## src/rtl/dsc_pkg.sv

```systemverilog
package dsc_pkg;

  localparam int XLEN = 32;
  localparam int RIDX = 5;
  localparam int SHW  = $clog2(XLEN);

  localparam logic [5:0] OPC_RTYPE = 6'h00;
  localparam logic [5:0] OPC_JUMP  = 6'h02;
  localparam logic [5:0] OPC_BEQ   = 6'h04;
  localparam logic [5:0] OPC_ADDI  = 6'h08;
  localparam logic [5:0] OPC_LOAD  = 6'h23;
  localparam logic [5:0] OPC_STORE = 6'h2b;

  localparam logic [5:0] FN_SHL = 6'h00;
  localparam logic [5:0] FN_ADD = 6'h20;

  typedef enum logic [0:0] {
    ALU_ADD = 1'b0,
    ALU_SHL = 1'b1
  } alu_op_e;

  typedef struct packed {
    logic            reg_we;
    logic [RIDX-1:0] wsel;
    logic            mem_re;
    logic            mem_we;
    alu_op_e         alu;
  } ctrl_t;

  typedef struct packed {
    logic [XLEN-1:0] instr;
    logic [XLEN-1:0] pc4;
  } ifid_t;

  typedef struct packed {
    ctrl_t           c;
    logic [XLEN-1:0] a;
    logic [XLEN-1:0] b;
    logic [XLEN-1:0] st;
  } idex_t;

  typedef struct packed {
    logic            reg_we;
    logic [RIDX-1:0] wsel;
    logic            mem_re;
    logic            mem_we;
    logic [XLEN-1:0] res;
    logic [XLEN-1:0] st;
  } exmem_t;

  typedef struct packed {
    logic            we;
    logic [RIDX-1:0] wsel;
    logic [XLEN-1:0] data;
  } memwb_t;

endpackage

```

## src/rtl/dsc_regfile.sv

```systemverilog
module dsc_regfile #(
  parameter int DW = 32,
  parameter int AW = 5
) (
  input  logic          clk,
  input  logic          rst_n,
  input  logic          we,
  input  logic [AW-1:0] waddr,
  input  logic [DW-1:0] wdata,
  input  logic [AW-1:0] ra1,
  input  logic [AW-1:0] ra2,
  output logic [DW-1:0] rd1,
  output logic [DW-1:0] rd2,
  input  logic [AW-1:0] dbg_a,
  output logic [DW-1:0] dbg_d
);

  localparam int NREG = 1 << AW;

  logic [NREG*DW-1:0] flat;

  // entry 0 is a hard zero; the rest are flops with a write enable
  for (genvar g = 0; g < NREG; g++) begin : g_reg
    if (g == 0) begin : g_zero
      assign flat[0 +: DW] = '0;
    end else begin : g_live
      logic [DW-1:0] q;
      always_ff @(posedge clk or negedge rst_n) begin
        if (!rst_n) begin
          q <= '0;
        end else if (we && (waddr == AW'(g))) begin
          q <= wdata;
        end
      end
      assign flat[g*DW +: DW] = q;
    end
  end

  // write-first: a write back in this clock is visible to decode now
  always_comb begin
    if (we && (waddr != '0) && (waddr == ra1)) rd1 = wdata;
    else                                       rd1 = flat[ra1*DW +: DW];
    if (we && (waddr != '0) && (waddr == ra2)) rd2 = wdata;
    else                                       rd2 = flat[ra2*DW +: DW];
    dbg_d = flat[dbg_a*DW +: DW];
  end

endmodule

```

## src/rtl/dsc_decode.sv

```systemverilog
module dsc_decode
  import dsc_pkg::*;
(
  input  logic [XLEN-1:0] instr,
  input  logic [XLEN-1:0] pc4,
  input  logic [XLEN-1:0] rs_val,
  input  logic [XLEN-1:0] rt_val,
  output logic [RIDX-1:0] rs_idx,
  output logic [RIDX-1:0] rt_idx,
  output ctrl_t           ctrl,
  output logic [XLEN-1:0] op_a,
  output logic [XLEN-1:0] op_b,
  output logic [XLEN-1:0] st_data,
  output logic            redirect,
  output logic [XLEN-1:0] redirect_pc
);

  logic [5:0]      opc;
  logic [5:0]      fn;
  logic [XLEN-1:0] imm_sx;
  logic [XLEN-1:0] br_tgt;
  logic [XLEN-1:0] j_tgt;
  logic            is_beq;
  logic            is_j;

  always_comb begin
    opc     = instr[31:26];
    fn      = instr[5:0];
    rs_idx  = instr[25:21];
    rt_idx  = instr[20:16];
    imm_sx  = {{16{instr[15]}}, instr[15:0]};
    br_tgt  = pc4 + (imm_sx << 2);
    j_tgt   = {pc4[31:28], instr[25:0], 2'b00};

    ctrl    = '0;
    op_a    = rs_val;
    op_b    = imm_sx;
    st_data = rt_val;
    is_beq  = 1'b0;
    is_j    = 1'b0;

    case (opc)
      OPC_RTYPE: begin
        if (fn == FN_ADD) begin
          ctrl.reg_we = 1'b1;
          ctrl.wsel   = instr[15:11];
          ctrl.alu    = ALU_ADD;
          op_b        = rt_val;
        end else if (fn == FN_SHL) begin
          ctrl.reg_we = 1'b1;
          ctrl.wsel   = instr[15:11];
          ctrl.alu    = ALU_SHL;
          op_a        = rt_val;
          op_b        = {{(XLEN-5){1'b0}}, instr[10:6]};
        end
      end
      OPC_ADDI: begin
        ctrl.reg_we = 1'b1;
        ctrl.wsel   = rt_idx;
      end
      OPC_LOAD: begin
        ctrl.reg_we = 1'b1;
        ctrl.wsel   = rt_idx;
        ctrl.mem_re = 1'b1;
      end
      OPC_STORE: begin
        ctrl.mem_we = 1'b1;
      end
      OPC_BEQ:  is_beq = 1'b1;
      OPC_JUMP: is_j   = 1'b1;
      default: ;
    endcase

    redirect    = is_j | (is_beq & (rs_val == rt_val));
    redirect_pc = is_j ? j_tgt : br_tgt;
  end

endmodule

```

## src/rtl/dsc_alu.sv

```systemverilog
module dsc_alu
  import dsc_pkg::*;
(
  input  alu_op_e         op,
  input  logic [XLEN-1:0] a,
  input  logic [XLEN-1:0] b,
  output logic [XLEN-1:0] y
);

  always_comb begin
    case (op)
      ALU_SHL: y = a << b[SHW-1:0];
      default: y = a + b;
    endcase
  end

endmodule

```

## src/rtl/dsc_core.sv

```systemverilog
module dsc_core
  import dsc_pkg::*;
#(
  parameter logic [31:0] RESET_PC = 32'h0000_0000
) (
  input  logic        clk,
  input  logic        rst_n,
  output logic [31:0] imem_addr,
  input  logic [31:0] imem_rdata,
  output logic [31:0] dmem_addr,
  output logic [31:0] dmem_wdata,
  output logic        dmem_we,
  input  logic [31:0] dmem_rdata,
  input  logic [4:0]  dbg_sel,
  output logic [31:0] dbg_data
);

  logic [XLEN-1:0] pc_q, pc_d;
  ifid_t           ifid_q, ifid_d;
  idex_t           idex_q, idex_d;
  exmem_t          exmem_q, exmem_d;
  memwb_t          memwb_q, memwb_d;

  logic [XLEN-1:0] id_instr;
  logic [RIDX-1:0] rs_idx, rt_idx;
  logic [XLEN-1:0] rs_val, rt_val;
  ctrl_t           dec_ctrl;
  logic [XLEN-1:0] dec_a, dec_b, dec_st;
  logic            redirect;
  logic [XLEN-1:0] redirect_pc;
  logic [XLEN-1:0] alu_y;
  logic            mem_is_load;
  logic            rf_we;
  logic [RIDX-1:0] rf_waddr;
  logic [XLEN-1:0] rf_wdata;

  assign id_instr    = ifid_q.instr;
  assign mem_is_load = exmem_q.mem_re;
  assign rf_we       = memwb_q.we;
  assign rf_waddr    = memwb_q.wsel;
  assign rf_wdata    = memwb_q.data;

  dsc_regfile #(.DW(XLEN), .AW(RIDX)) u_rf (
    .clk   (clk),
    .rst_n (rst_n),
    .we    (rf_we),
    .waddr (rf_waddr),
    .wdata (rf_wdata),
    .ra1   (rs_idx),
    .ra2   (rt_idx),
    .rd1   (rs_val),
    .rd2   (rt_val),
    .dbg_a (dbg_sel),
    .dbg_d (dbg_data)
  );

  dsc_decode u_dec (
    .instr       (id_instr),
    .pc4         (ifid_q.pc4),
    .rs_val      (rs_val),
    .rt_val      (rt_val),
    .rs_idx      (rs_idx),
    .rt_idx      (rt_idx),
    .ctrl        (dec_ctrl),
    .op_a        (dec_a),
    .op_b        (dec_b),
    .st_data     (dec_st),
    .redirect    (redirect),
    .redirect_pc (redirect_pc)
  );

  dsc_alu u_alu (
    .op (idex_q.c.alu),
    .a  (idex_q.a),
    .b  (idex_q.b),
    .y  (alu_y)
  );

  // next-state for every stage; nothing is ever squashed or held
  always_comb begin
    pc_d          = redirect ? redirect_pc : pc_q + 32'd4;

    ifid_d.instr  = imem_rdata;
    ifid_d.pc4    = pc_q + 32'd4;

    idex_d.c      = dec_ctrl;
    idex_d.a      = dec_a;
    idex_d.b      = dec_b;
    idex_d.st     = dec_st;

    exmem_d.reg_we = idex_q.c.reg_we;
    exmem_d.wsel   = idex_q.c.wsel;
    exmem_d.mem_re = idex_q.c.mem_re;
    exmem_d.mem_we = idex_q.c.mem_we;
    exmem_d.res    = alu_y;
    exmem_d.st     = idex_q.st;

    memwb_d.we    = exmem_q.reg_we;
    memwb_d.wsel  = exmem_q.wsel;
    memwb_d.data  = mem_is_load ? dmem_rdata : exmem_q.res;
  end

  always_ff @(posedge clk or negedge rst_n) begin
    if (!rst_n) begin
      pc_q    <= RESET_PC;
      ifid_q  <= '0;
      idex_q  <= '0;
      exmem_q <= '0;
      memwb_q <= '0;
    end else begin
      pc_q    <= pc_d;
      ifid_q  <= ifid_d;
      idex_q  <= idex_d;
      exmem_q <= exmem_d;
      memwb_q <= memwb_d;
    end
  end

  assign imem_addr  = pc_q;
  assign dmem_addr  = exmem_q.res;
  assign dmem_wdata = exmem_q.st;
  assign dmem_we    = exmem_q.mem_we;

endmodule

```

## config.mk

```make
export PLATFORM = sky130hd
export DESIGN_NAME = dsc_core
export DESIGN_NICKNAME = d
export VERILOG_FILES = /design/src/rtl/dsc_pkg.sv /design/src/rtl/dsc_regfile.sv /design/src/rtl/dsc_decode.sv /design/src/rtl/dsc_alu.sv /design/src/rtl/dsc_core.sv
export SDC_FILE = /design/constraint.sdc
export NUM_CORES = 2
export LEC_CHECK = 0
export ABC_AREA = 0
export BUFFER_PORTS_ARGS = -buffer_cell sky130_fd_sc_hd__buf_2
export CAP_MARGIN = 15
export CORE_ASPECT_RATIO = 0.75
export CORE_MARGIN = 3
export CORE_UTILIZATION = 35
export DETAILED_ROUTE_END_ITERATION = 10
export PLACE_DENSITY_LB_ADDON = 0.2
export SETUP_SLACK_MARGIN = 0.2
export SLEW_MARGIN = 20
export SYNTH_ARGS = -nofsm -noshare
export SYNTH_HDL_FRONTEND = slang
export SYNTH_HIERARCHICAL = 1
export SYNTH_SLANG_ARGS = --single-unit
```

## constraint.sdc

```tcl
create_clock -name clk -period 4.7 [get_ports clk]
set_input_delay 0.705 -clock clk [delete_from_list [all_inputs] [get_ports clk]]
set_output_delay 0.705 -clock clk [all_outputs]
set_load 0.02 [all_outputs]
```

==> results.toml <==
[power_and_ir_drop]
combinationalPowerShare = 0.195
leakagePower_nw = 41.4
switching_share = 0.311
intPower_mw = 21.0
seq_power_share = 0.406
p_clk_frac = 0.399
peakVddDrop_mv = 0.337
p_switching_mw = 9.47
power_density_nw_per_um2 = 329

[route]
dr.pass1.iters = 6
routed_wl_um = 330000
wl_per_cell_um = 35.5
drt_iter0_markers = 6809
drtAntennaViolNets = 0
vias = 58998
via_per_inst = 6.34
drc_errors = 0

[timing]
period_needed_ns = 4.80
fmax_mhz = 208
rsz0062_at_grt = "yes"
finalClockSkew_ns = 0.0504
worstMarginPinSlew_ns = 1.24
tns_ns = -1.66
relSlewSlack = 0.169
setup_viol = 23
finalMaxSlewViolations = 0
period_share = 1.02
finalHoldViolations = 0
worst_hold_slack_ns = 0.0446
setup_ws_ns = -0.101

[critical_path]
critPathSlowestCell = "or4_4"
cp_cell_sequence = "buf_4, buf_4, and2_1, buf_4, a22oi_1, nand3_1, o31ai_1, a21oi_2, xnor2_1, buf_4, nand4_1, or4_4, o21ai_4, buf_12, buf_4, buf_4, nor2b_1, a221o_1"
worst_path_most_repeated_cell = "buf_4"
critPathMaxStageDelay_ns = 0.62
crit_fanout = 14
required_ns = 5.40
critical_path.startpoint_type = "flip-flop"
arrival_ns = 5.50
path_class = "flip-flop to flip-flop"
crit_path_end_kind = "flip-flop"

[synth]
synthesis.nets = 6090
ys.flop_type = "dfrtp_1"
synth-simple-area-share = 0.0482
syn_avg_cell_area_um2 = 13.2
yosys.cell_types.count = 97
synth_edf_count = 0
async_flop_share = 1.00
synth-xor-area-share = 0.0117
ys_warn_count = 6
synth_top_family_by_area = "multiplexers"
synth-seq-cells = 1303
synth_mux_area_frac = 0.392
synth_adder_area_share = 0.0103
yosysSeqAreaShare = 0.414
syn-instance-count = 5955
synth_compound_area_frac = 0.0798
synthesis.area_um2 = 78800

[die]
dieWidth_um = 554
initial_utilization = 0.353
core_um2 = 223000
std_cell_rows = 150
ios = 200
die_area_um2 = 231000
fp.dieH_um = 417

[global_routing]
grt_pass1_wl_um = 466000
antenna_found_initial = 20
grt_overflow_total = 0
track_usage = 0.281
grt_pass1_vias = 58528
grt_max_degree = 110

[clock_tree]
root_buffer = "clkbuf_16"
clk_pin_slew_ns = 0.07
clock-sinks = 1303
htreeDepth = 4
clock_latency_ns = 0.83
cts_tree = "built"
cts_buffers = 150
clockBufferDepth = 4

[finish]
multi_input_area_um2 = 43700
fillers = 20677
ff_latch_area_um2 = 32600
fin_nets = 6354
syn_to_final_growth_pct = 17.5
layout-drive-gt1-share = 0.487
instances_no_fill = 9303

[status]
violations = "setup timing"
outcome = "finished with violations"

[placed_design]
dp_hpwl_um = 216000
placed_cells = 8909
io_buffer_count = 199
gp_congestion = 0.914

[min_path]
hp-class = "primary input to flip-flop"

[flow_run]
maxCapViolCount = 0
==> flip-flops by register name, indices dropped and copies added, names as in the netlist, 5 cells and up <==
name / cells
dmem_addr: 32
dmem_wdata: 32
exmem_d: 40
exmem_q: 6
id_instr: 32
idex_q: 65
ifid_q: 32
imem_addr: 32
rf_waddr: 5
rf_wdata: 32
u_rf/g.g_live.q: 992
==> cells by family (layout without fill, tap and decap cells) <==
| kind of cell | after synthesis | in the layout |
|---|---|---|
| other | 0 | 13 |
| buffers and inverters | 706 | 1077 |
| adders and majority gates | 64 | 64 |
| DFF | 1303 | 1303 |
| muxes | 2142 | 2142 |
| AOI/OAI and AO/OA | 861 | 861 |
| xor gates and xnor gates | 105 | 105 |
| and+or+nand+nor | 774 | 774 |
==> cell usage after synthesis (all sizes together) (8+ instances only) <==
| master | count | area, um2 |
|---|---|---|
| and2 | 15 | 95.1 |
| mux4 | 636 | 14300 |
| mux2 | 1222 | 13800 |
| a31oi | 20 | 150 |
| o211a | 18 | 180 |
| nor2 | 141 | 534 |
| a22o | 45 | 394 |
| a21oi | 109 | 549 |
| ha | 62 | 776 |
| inv | 26 | 100 |
| nor2b | 64 | 400 |
| o22ai | 74 | 475 |
| nor3 | 67 | 335 |
| and4 | 8 | 72.6 |
| o221ai | 18 | 158 |
| or4 | 11 | 86.3 |
| xor2 | 39 | 342 |
| nand2b | 46 | 288 |
| nand2 | 236 | 886 |
| buf | 336 | 2070 |
| o21a | 16 | 120 |
| nand4 | 30 | 203 |
| mux2i | 284 | 2840 |
| nor4 | 13 | 87.6 |
| xnor2 | 66 | 578 |
| nand3 | 93 | 465 |
| a31o | 9 | 78.8 |
| o21bai | 8 | 63.8 |
| o31ai | 32 | 245 |
| and3 | 15 | 93.8 |
| a21o | 54 | 405 |
| o221a | 49 | 552 |
| a22oi | 76 | 571 |
| o21ai | 142 | 711 |
| or2 | 15 | 93.9 |
| o211ai | 22 | 165 |
| a221oi | 81 | 709 |
| dfrtp | 1303 | 32600 |
| clkbuf | 343 | 1290 |
| a211oi | 41 | 323 |
==> layout by cell type (no fill, tap or decap), types with 55 or more instances in the layout <==
master and count:
nand3_1 90, nor2_1 117, buf_4 409, o21ai_0 104, mux2_2 1216, buf_2 194, o22ai_1 66, a22oi_1 72
nor2b_1 55, ha_1 62, nand2_1 225, dfrtp_1 1290, mux2i_1 284, mux4_2 636, a21oi_1 99, clkbuf_16 151
nor3_1 63, a221oi_1 78, buf_12 97, xnor2_1 56
==> per-layer routing <==
layer | global-route usage | routed length (um) | vias up
met4 | 0.127 | 17100 | 2
met5 | 0 | 14 | -
met1 | 0.401 | 142000 | 31434
met3 | 0.0785 | 33600 | 715
met2 | 0.395 | 138000 | 3278
li1 | - | - | 23569
==> worst max-delay path, delay by kind of cell, from the launching register on <==
kind            cells  cell delay (ns)
compound gates      5             1.06
buf+inv             7             1.39
simple gates        5             1.58
flops               1             0.45
xor+xnor            1             0.16
==> power by group through the flow <==
stage	clock [mW]	sequential, mW	combinational, mW
4_1_cts	12.4	12.4	5.84
3_5_place_dp	0	12.6	5.57
3_3_place_gp	0	12.6	5.56
5_1_grt	12.8	12.4	6.28
2_1_floorplan	0	12.3	3.42
6_report	12.1	12.4	5.93
==> final timing paths <==
path / startpoint / end / slack [ns] / cells after the start
setup / recovery: id_instr[24] / imem_addr[20] / -0.10 / 18
hold / removal: imem_rdata[19] / id_instr[19] / 0.04 / 1
setup reg to reg: id_instr[24] / imem_addr[20] / -0.10 / 18
hold reg to reg: exmem_d[15] / dmem_wdata[15] / 0.34 / 0
max in group asynchronous: rst_n / u_rf/g_reg[10].g_live.q[3] / 2.84 / 3
min in group asynchronous: rst_n / u_rf/g_reg[3].g_live.q[24] / 0.43 / 2
==> area by class of cell <==
cell class | count | area share
diodes | 13 | 0.000351
clock buffers | 213 | 0.0460
clock inverters | 46 | 0.00686
inverters | 27 | 0.00116
multi-input cells | 3946 | 0.472
flip-flops and latches | 1303 | 0.353
well taps | 2964 | 0.0400
repair buffers | 791 | 0.0815
==> stage by stage <==
step | util | total power [mW] | setup WS, ns | instance area (um2)
CTS | 0.414 | 30.6 | 0.0433 | 92400
floorplan | - | 15.7 | 0.395 | 78800
global route | 0.415 | 31.5 | -0.104 | 92600
finish | 0.415 | 30.4 | -0.101 | 92600
detailed placement | 0.382 | 18.1 | -0.821 | 85200
global placement | 0.382 | 18.1 | -1.06 | 85200
==> timing repair <==
action                                  4_1_cts  5_1_grt
gates cloned                                 14        0
endpoints found under the setup margin       32       32
endpoints found under the hold margin        52        0
pin swaps                                    30        3
resized for setup                           168       29
hold buffers                                 24        0
buffers inserted                             76        8
(Power assumes the default switching activity.)
